`config.mk`:
```
export PLATFORM = sky130hd
export DESIGN_NAME = vseq_top
export DESIGN_NICKNAME = d
export VERILOG_FILES = /design/src/rtl/vseq_pkg.sv /design/src/rtl/vseq_ctrl.sv /design/src/rtl/vseq_dp.sv /design/src/rtl/vseq_top.sv
export SDC_FILE = /design/constraint.sdc
export NUM_CORES = 1
export LEC_CHECK = 0
export BUFFER_PORTS_ARGS = -buffer_cell sky130_fd_sc_hd__buf_2
export CORE_MARGIN = 1
export CORE_UTILIZATION = 45
export DETAILED_ROUTE_END_ITERATION = 10
export GPL_TIMING_DRIVEN = 0
export PLACE_DENSITY_LB_ADDON = 0.08
export SYNTH_ARGS = -nofsm -noshare
export SYNTH_HDL_FRONTEND = slang
export SYNTH_SLANG_ARGS = --single-unit
```
`constraint.sdc`:
```
create_clock -name clk -period 2.05 [get_ports clk]
set_clock_uncertainty 0.15 [all_clocks]
set_input_delay 0.1025 -clock clk [delete_from_list [all_inputs] [get_ports clk]]
set_output_delay 0.1025 -clock clk [all_outputs]
set_load 0.02 [all_outputs]
```
`src/rtl/vseq_pkg.sv`:
```
package vseq_pkg;
  typedef struct packed {
    logic loadStart;
    logic incPc;
    logic takeBr;
    logic armTgt;
    logic savePend;
    logic promoteIn;
    logic promotePend;
    logic loadImm;
  } seqCtl_t;
endpackage

```
`src/rtl/vseq_ctrl.sv`:
```
module vseq_ctrl
  import vseq_pkg::*;
(
  input  logic    clk,
  input  logic    rstN,
  input  logic    start,
  input  logic    immFlag,
  input  logic    endFlag,
  input  logic    dbgFlag,
  input  logic    trapFlag,
  input  logic    brTaken,
  input  logic    brkEn,
  input  logic    trapEn,
  input  logic    dbgClr,
  input  logic    trapClr,
  output seqCtl_t ctl,
  output logic    running,
  output logic    dbgSt,
  output logic    trapSt,
  output logic    irq,
  output logic    loExec
);
  logic [1:0] endCnt, brCnt, endN;
  logic       pend;
  logic       issue, brReq, dbgHit, trapHit, stopNow;
  logic       armNew, pendSet, resolve;

  always_comb begin
    issue   = running & ~start;
    loExec  = issue & ~immFlag;
    brReq   = loExec & brTaken;
    dbgHit  = issue & dbgFlag & brkEn;
    trapHit = issue & trapFlag & trapEn;
    endN    = endCnt;
    if (issue && endFlag)    endN = 2'd2;
    if (dbgHit || trapHit)   endN = 2'd1;
    stopNow = issue & (endN == 2'd1);
    armNew  = brReq & (brCnt == 2'd0);
    pendSet = brReq & (brCnt != 2'd0);
    resolve = issue & (brCnt == 2'd1);
    ctl.loadStart   = start;
    ctl.takeBr      = resolve;
    ctl.incPc       = issue & ~resolve;
    ctl.armTgt      = armNew;
    ctl.savePend    = pendSet & ~resolve;
    ctl.promoteIn   = resolve & pendSet;
    ctl.promotePend = resolve & pend & ~pendSet;
    ctl.loadImm     = issue & immFlag;
  end

  always_ff @(posedge clk or negedge rstN) begin
    if (!rstN) begin
      running <= 1'b0;
      endCnt  <= '0;
      brCnt   <= '0;
      pend    <= 1'b0;
    end else if (start) begin
      running <= 1'b1;
      endCnt  <= '0;
      brCnt   <= '0;
      pend    <= 1'b0;
    end else if (issue) begin
      if (stopNow) begin
        running <= 1'b0;
        endCnt  <= '0;
        brCnt   <= '0;
        pend    <= 1'b0;
      end else begin
        endCnt <= (endN == 2'd2) ? 2'd1 : 2'd0;
        if (resolve) begin
          brCnt <= (pend || pendSet) ? 2'd2 : 2'd0;
          pend  <= 1'b0;
        end else begin
          if (brCnt == 2'd2)  brCnt <= 2'd1;
          else if (armNew)    brCnt <= 2'd1;
          if (pendSet)        pend  <= 1'b1;
        end
      end
    end
  end

  always_ff @(posedge clk or negedge rstN) begin
    if (!rstN) begin
      dbgSt  <= 1'b0;
      trapSt <= 1'b0;
      irq    <= 1'b0;
    end else begin
      dbgSt  <= dbgHit  | (dbgSt  & ~dbgClr);
      trapSt <= trapHit | (trapSt & ~trapClr);
      irq    <= dbgHit | trapHit;
    end
  end
endmodule

```
`src/rtl/vseq_dp.sv`:
```
module vseq_dp
  import vseq_pkg::*;
#(
  parameter int ADDR_W = 8
) (
  input  logic              clk,
  input  logic              rstN,
  input  seqCtl_t           ctl,
  input  logic [ADDR_W-1:0] startPc,
  input  logic [ADDR_W-1:0] brTarget,
  input  logic [31:0]       loWord,
  output logic [ADDR_W-1:0] pc,
  output logic [31:0]       immReg
);
  localparam logic [ADDR_W-1:0] STEP = ADDR_W'(8);
  logic [ADDR_W-1:0] brTgt, pendTgt;

  always_ff @(posedge clk or negedge rstN) begin
    if (!rstN) begin
      pc      <= '0;
      brTgt   <= '0;
      pendTgt <= '0;
      immReg  <= '0;
    end else begin
      if (ctl.loadStart)    pc <= {startPc[ADDR_W-1:3], 3'b000};
      else if (ctl.takeBr)  pc <= brTgt;
      else if (ctl.incPc)   pc <= pc + STEP;
      if (ctl.armTgt || ctl.promoteIn) brTgt <= brTarget;
      else if (ctl.promotePend)        brTgt <= pendTgt;
      if (ctl.savePend)     pendTgt <= brTarget;
      if (ctl.loadImm)      immReg  <= loWord;
    end
  end
endmodule

```
`src/rtl/vseq_top.sv`:
```
module vseq_top
  import vseq_pkg::*;
#(
  parameter int ADDR_W = 8
) (
  input  logic              clk,
  input  logic              rstN,
  input  logic              start,
  input  logic [ADDR_W-1:0] startPc,
  output logic [ADDR_W-1:0] memAddr,
  input  logic [63:0]       memData,
  input  logic              brTaken,
  input  logic [ADDR_W-1:0] brTarget,
  input  logic              brkEn,
  input  logic              trapEn,
  input  logic              dbgClr,
  input  logic              trapClr,
  output logic              upStrobe,
  output logic [5:0]        upOp,
  output logic              loStrobe,
  output logic [6:0]        loOp,
  output logic [31:0]       immReg,
  output logic [2:0]        status,
  output logic              irq
);
  seqCtl_t ctl;
  logic running, dbgSt, trapSt, loExec;

  vseq_ctrl u_ctrl (
    .clk(clk), .rstN(rstN), .start(start),
    .immFlag(memData[63]), .endFlag(memData[62]),
    .dbgFlag(memData[60]), .trapFlag(memData[59]),
    .brTaken(brTaken), .brkEn(brkEn), .trapEn(trapEn),
    .dbgClr(dbgClr), .trapClr(trapClr),
    .ctl(ctl), .running(running), .dbgSt(dbgSt), .trapSt(trapSt),
    .irq(irq), .loExec(loExec)
  );

  vseq_dp #(.ADDR_W(ADDR_W)) u_dp (
    .clk(clk), .rstN(rstN), .ctl(ctl), .startPc(startPc),
    .brTarget(brTarget), .loWord(memData[31:0]),
    .pc(memAddr), .immReg(immReg)
  );

  assign upStrobe = running & ~start;
  assign loStrobe = loExec;
  assign upOp     = memData[37:32];
  assign loOp     = memData[31:25];
  assign status   = {trapSt, dbgSt, running};
endmodule

```
; After elaboration in Yosys (flattened, before gate mapping)
; Cells that the tools add are included.
[totals]
mem_bits_ro = 0
latchBits = 0
regBits = 65
mem_bits_rw = 0
elab_cells = 85
n_memories = 0
input_bits = 88
[op_classes]
shifts = 0
mul = 0
mux = 26
n_lt_le_gt_ge = 0
add_sub_neg = 1
n_reduce_logical = 15
n_div = 0
bitwise_logic = 28
n_eq_ne = 4
[ops]
columns = op, n
row1 = 8-bit two-way mux, 5
row2 = 2-bit two-way mux, 12
row3 = 1-bit AND, 19
row4 = 1-bit two-way mux, 9
row5 = "8-bit by 4-bit adder with 8-bit output, second input constant", 1
row6 = 2-bit nonzero test, 4
row7 = 1-bit inverter, 6
row8 = 2-bit AND reduction, 3
row9 = 5-bit nonzero test, 1
row10 = "2-bit by 1-bit == test with 1-bit output, second input constant", 2
row11 = "2-bit == test, second input constant", 2
row12 = 4-bit nonzero test, 1
row13 = 1-bit logical OR, 3
row14 = 1-bit bitwise OR, 3
row15 = 3-bit nonzero test, 1
row16 = 2-bit logical NOT, 1
row17 = 1-bit logical AND, 1

; Logic depth before layout (Yosys ltp)
[logic_depth]
word_depth = 11
mapped_depth = 6
mapped_depth_nobuf = 4

; By module
; Synthesis repeated with hierarchy kept, for this count alone.
[hier_totals]
cells_unflattened = 247
hier_area_um2 = 2959.1
[modules_own_cells]
columns = module, area_per_inst_um2, instances, cells_each, seq_area_each_um2
row1 = vseq_dp, 2321.0, 1, 174, 1401.3
row2 = vseq_ctrl, 504.2, 1, 56, 200.2
row3 = vseq_top, 133.9, 1, 17, 0.0

; Least setup slack after synthesis
; No wires, ideal clock.
[synth_path]
kind = register to register
startpoint = register u_ctrl.running
endpoint = register u_dp.immReg[0]
arrival_time_ns = 1.232
setup_slack_ns = 0.543
path_stages_with_launch = 7
period_less_slack_ns = 1.507
path_cell_list = dfrtp_1 buf_6 nand2b_4 inv_2 nand2_4 buf_6 mux2_4
[synth_via]
elab_chain_len = 2
[synth_rtl]
columns = element, line
row1 = "start, declared", vseq_ctrl.sv:17  ; output logic running,
row2 = "start signal, assigned", vseq_ctrl.sv:53  ; running <= 1'b0;
row3 = "start signal, assigned", vseq_ctrl.sv:58  ; running <= 1'b1;
row4 = "start signal, assigned", vseq_ctrl.sv:64  ; running <= 1'b0;
row5 = 1-bit AND, --
row6 = via upStrobe, vseq_top.sv:18  ; output logic upStrobe,
row7 = 1-bit AND, vseq_ctrl.sv:48  ; ctl.loadImm = issue & immFlag;
row8 = "end signal, assigned", vseq_dp.sv:31  ; if (ctl.loadImm) immReg <= loWord;
row9 = "end, declared", vseq_dp.sv:13  ; output logic [31:0] immReg
; The timed path passes the listed nets, and every way through them passes these cells.
; A chain may end at the register's enable or synchronous reset.

; Worst setup path after layout
[layout_path]
startpoint = input start
endpoint = register u_dp.brTgt[7]
[layout_via]
elab_chain_len = 8
[layout_rtl]
columns = element, line
row1 = "start, declared", vseq_top.sv:8  ; input logic start,
row2 = 1-bit inverter (*), vseq_ctrl.sv:29  ; issue = running & ~start;
row3 = 1-bit AND (*), vseq_ctrl.sv:29
row4 = 1-bit AND, vseq_ctrl.sv:30  ; loExec = issue & ~immFlag;
row5 = 1-bit AND, vseq_ctrl.sv:31  ; brReq = loExec & brTaken;
row6 = 1-bit AND, vseq_ctrl.sv:39  ; pendSet = brReq & (brCnt != 2'd0);
row7 = 1-bit AND / 1-bit inverter (equally long branches), "vseq_ctrl.sv:46, vseq_ctrl.sv:47"
row8 = 1-bit logical OR / 1-bit AND (equally long branches), "vseq_dp.sv:28, vseq_ctrl.sv:47"
row9 = 8-bit two-way mux / 2-bit nonzero test (equally long branches), --
row10 = "end signal, assigned", vseq_dp.sv:28  ; if (ctl.armTgt || ctl.promoteIn) brTgt <= brTarget;
row11 = "end signal, assigned", vseq_dp.sv:29  ; else if (ctl.promotePend) brTgt <= pendTgt;
row12 = "end, declared", vseq_dp.sv:16  ; logic [ADDR_W-1:0] brTgt, pendTgt;
; Mark *: on every way between the ends. The rest lies on a longest branch, timed or not.

==> impl_metrics.csv <==
group,metric,value,unit
drt,wl_met2,3.50,mm
drt,met3_wirelength,402,µm
drt,wl_per_cell,14.7,µm
final_layout,stdcell_count,503,
power,total_power,3590,µW
logic_synthesis,syn_nets,332,
setup_path,required,2.12,ns
floorplan,std_cell_rows,29,
floorplan,core-area,6460,µm²
setup_path,endpoint_kind,"flop",
logic_synthesis,synth-compound-area-share,0.0882,
sta,tns,0,ns
logic_synthesis,ys_ff_latch,64,
setup_path,crit_fanout,10,
global_routing,grt_pass1_wl,12.2,mm
logic_synthesis,synth_top_family_by_area,"multiplexers",
sta,fmax,590,MHz
cts,path_clk_slew,0.07,ns
floorplan,start_util,0.477,
status,violations,"design-rule violations",
drt,drtIter0Drc,102,
placed_design,gp_congestion,0.815,
status,status,"finished with violations",
floorplan,die_area,7170,µm²
placed_design,dp_cells,435,
placed_design,post-place-ws,0.435,ns
logic_synthesis,synth_edf_count,0,
logic_synthesis,synth_flop_cell,"dfrtp_1",
drt,drcViolationCount,8,
cts,cts_resized,0,
logic_synthesis,synthArstFlopShare,1.00,
sta,hold_violations,0,
cts,htreeDepth,3,
global_routing,gr-total-overflow,0,
cts,ctsHoldBuffers,53,
final_layout,drive_above_1_share,0.486,
logic_synthesis,synth_mux_area_frac,0.193,
logic_synthesis,yosysWarnings,0,
drt,viasPerCell,5.00,
sta,finalWorstSetupSlack,0.356,ns
cts,clkSinkCount,64,
setup_path,critical_path_class,"primary input to flop",
sta,fin_crit_sh,0.826,
sta,slew_headroom,0.466,
logic_synthesis,synth_cell_types,41,
setup_path,worstSetupStartpointType,"primary input",
final_layout,fin_nets,511,
drt,maxUsedRoutingLayer,"met4",
cts,cts-root-buf,"clkbuf_8",
drt,drt_wl_total,7.38,mm
flow_run,maxCapViolations,0,
logic_synthesis,yosys.area.top_type,"dfrtp_1",
floorplan,die_h,84.7,µm
cts,postCtsSetupBuffers,0,
drt,routed-via-count,2516,
cts,cts_tree,"built",
logic_synthesis,synthSimpleGateAreaFrac,0.110,
global_routing,grt_pass1_vias,2531,
logic_synthesis,synth_area,3080,µm²
cts,numCtsBuffers,9,
logic_synthesis,synth_most_common_cell,"dfrtp_1",
sta,rsz0062_at_grt,"false",
sta,worst_slew_pin_slew,0.800,ns
global_routing,grt_max_degree,65,
drt,postRouteAntennaNets,0,
global_routing,antenna_found_initial,0,
floorplan,ios,147,
sta,layout_min_cycle_time,1.69,ns
power,p_per_area,803,nW/µm²
setup_path,cp.arrival,1.76,ns
logic_synthesis,syn_inst,243,
logic_synthesis,syn_area_per_cell,12.7,µm²
sta,setup_viol,0,
placed_design,io_buffer_count,115,
sta,holdWs,0.0344,ns
sta,drv_slew,0,
final_layout,antenna_cells,0,
power,max-vdd-ir-drop,438,µV
logic_synthesis,synth_xor_area_frac,0.00285,
global_routing,grt_use_total,0.221,
final_layout,area_growth,45.2,%
floorplan,die_w,84.7,µm
cts,cts_buffer_depth,2,
placed_design,place_hpwl,4.61,mm
drt,dr.pass1.iters,9,
logic_synthesis,yosysTopAreaCellShare,0.520,
cts,clock_latency,0.34,ns
power,p_leak,0.00228,µW
logic_synthesis,synth_fa_ha_area_frac,0.00407,
logic_synthesis,yosysSeqAreaShare,0.520,
logic_synthesis,yosys-top-cells-count,"dfrtp_1 (64), mux2_4 (38), buf_4 (16)",
hold_path,hp-class,"primary input to flop",
logic_synthesis,ys_top_cells_by_area,"dfrtp_1 (52%), mux2_4 (19%), buf_4 (3.9%)",
drt,wl_met1,3.36,mm
==> flip-flops by register name, summed over array words and instances, names as in the netlist <==
| register | cells |
|---|---|
| u_dp.immReg | 32 |
| u_dp.brTgt | 8 |
| u_dp.pc | 8 |
| u_dp.pendTgt | 8 |
| u_ctrl.brCnt | 2 |
| u_ctrl.dbgSt | 1 |
| u_ctrl.endCnt | 1 |
| u_ctrl.irq | 1 |
| u_ctrl.pend | 1 |
| u_ctrl.running | 1 |
| u_ctrl.trapSt | 1 |
==> worst paths after layout <==
kind,from,endpoint,slack (ns),cells after the start
max,start,u_dp.brTgt[7]$_DFFE_PN0P_,0.36,6
min,memData[63],u_dp.immReg[10]$_DFFE_PN0P_,0.03,3
max reg2reg,u_ctrl.brCnt[1]$_DFFE_PN0P_,u_dp.brTgt[7]$_DFFE_PN0P_,0.43,4
min reg2reg,u_dp.immReg[20]$_DFFE_PN0P_,u_dp.immReg[20]$_DFFE_PN0P_,0.36,1
max in group asynchronous,rstN,u_dp.brTgt[3]$_DFFE_PN0P_,0.98,2
min in group asynchronous,rstN,u_ctrl.trapSt$_DFF_PN0_,0.24,2
==> per-layer routing <==
layer | vias to the layer above | GRT usage
met1 | 1210 | 0.296
met5 | - | 0
li1 | 1211 | -
met4 | 0 | 0.0693
met2 | 84 | 0.358
met3 | 11 | 0.0492
==> area by class of cell <==
| class | instances | area (µm²) |
|---|---|---|
| Fill cell | 494 | 1990 |
| Sequential cell | 64 | 1600 |
| Multi-Input combinational cell | 142 | 1220 |
| Timing Repair Buffer | 168 | 1110 |
| Buffer | 31 | 230 |
| Clock buffer | 9 | 124 |
| Tap cell | 77 | 96.3 |
| Clock inverter | 6 | 61.3 |
| Inverter | 6 | 22.5 |
==> power by group <==
group	internal (µW)	total, µW	leakage [µW]	switching [µW]
Combinational	491	980	0.00140	488
Clock	550	1040	0.0000948	490
Sequential	1450	1570	0.000785	117
==> layout by cell type (no fill, tap or decap), types with 2 or more instances in the layout <==
cell	instances
buf_4	17
dfrtp_1	64
mux2_2	2
nand3b_1	2
clkbuf_8	9
nand3_1	14
buf_2	121
nand2_4	2
nand2_1	8
a31o_2	2
inv_1	5
clkinv_2	3
a211oi_1	3
dlygate4sd3_1	53
o21ai_0	11
a21oi_1	6
nor2_1	8
a22oi_1	2
mux2_4	38
nand2b_1	3
nor3_1	9
o22ai_1	3
a31oi_1	10
nand4bb_1	2
o31ai_1	2
buf_6	6
==> worst max-delay path, stage by stage <==
cell and delay, ns:
dlygate4sd3_1 0.53, buf_2 0.14, buf_2 0.18, nand4bb_1 0.39
o21ai_0 0.31, a31oi_1 0.11
==> through the flow <==
step	instance area (µm²)	util
after global routing	4470	0.692
final	4470	0.692
after detailed placement	3750	0.581
after floorplan	3080	-
after global placement	3750	0.581
after CTS	4470	0.692
==> logic make-up (layout without fill, tap and decap cells) <==
| group | count (synthesis) | after routing |
|---|---|---|
| AND/OR/NAND/NOR | 57 | 57 |
| buffers and inverters | 37 | 220 |
| flip-flops | 64 | 64 |
| multiplexers | 40 | 40 |
| XOR/XNOR | 1 | 1 |
| adder cells (fa/ha/maj) | 1 | 1 |
| AO/OA/AOI/OAI | 43 | 43 |
Note: power is estimated with default switching activity, not from simulation.
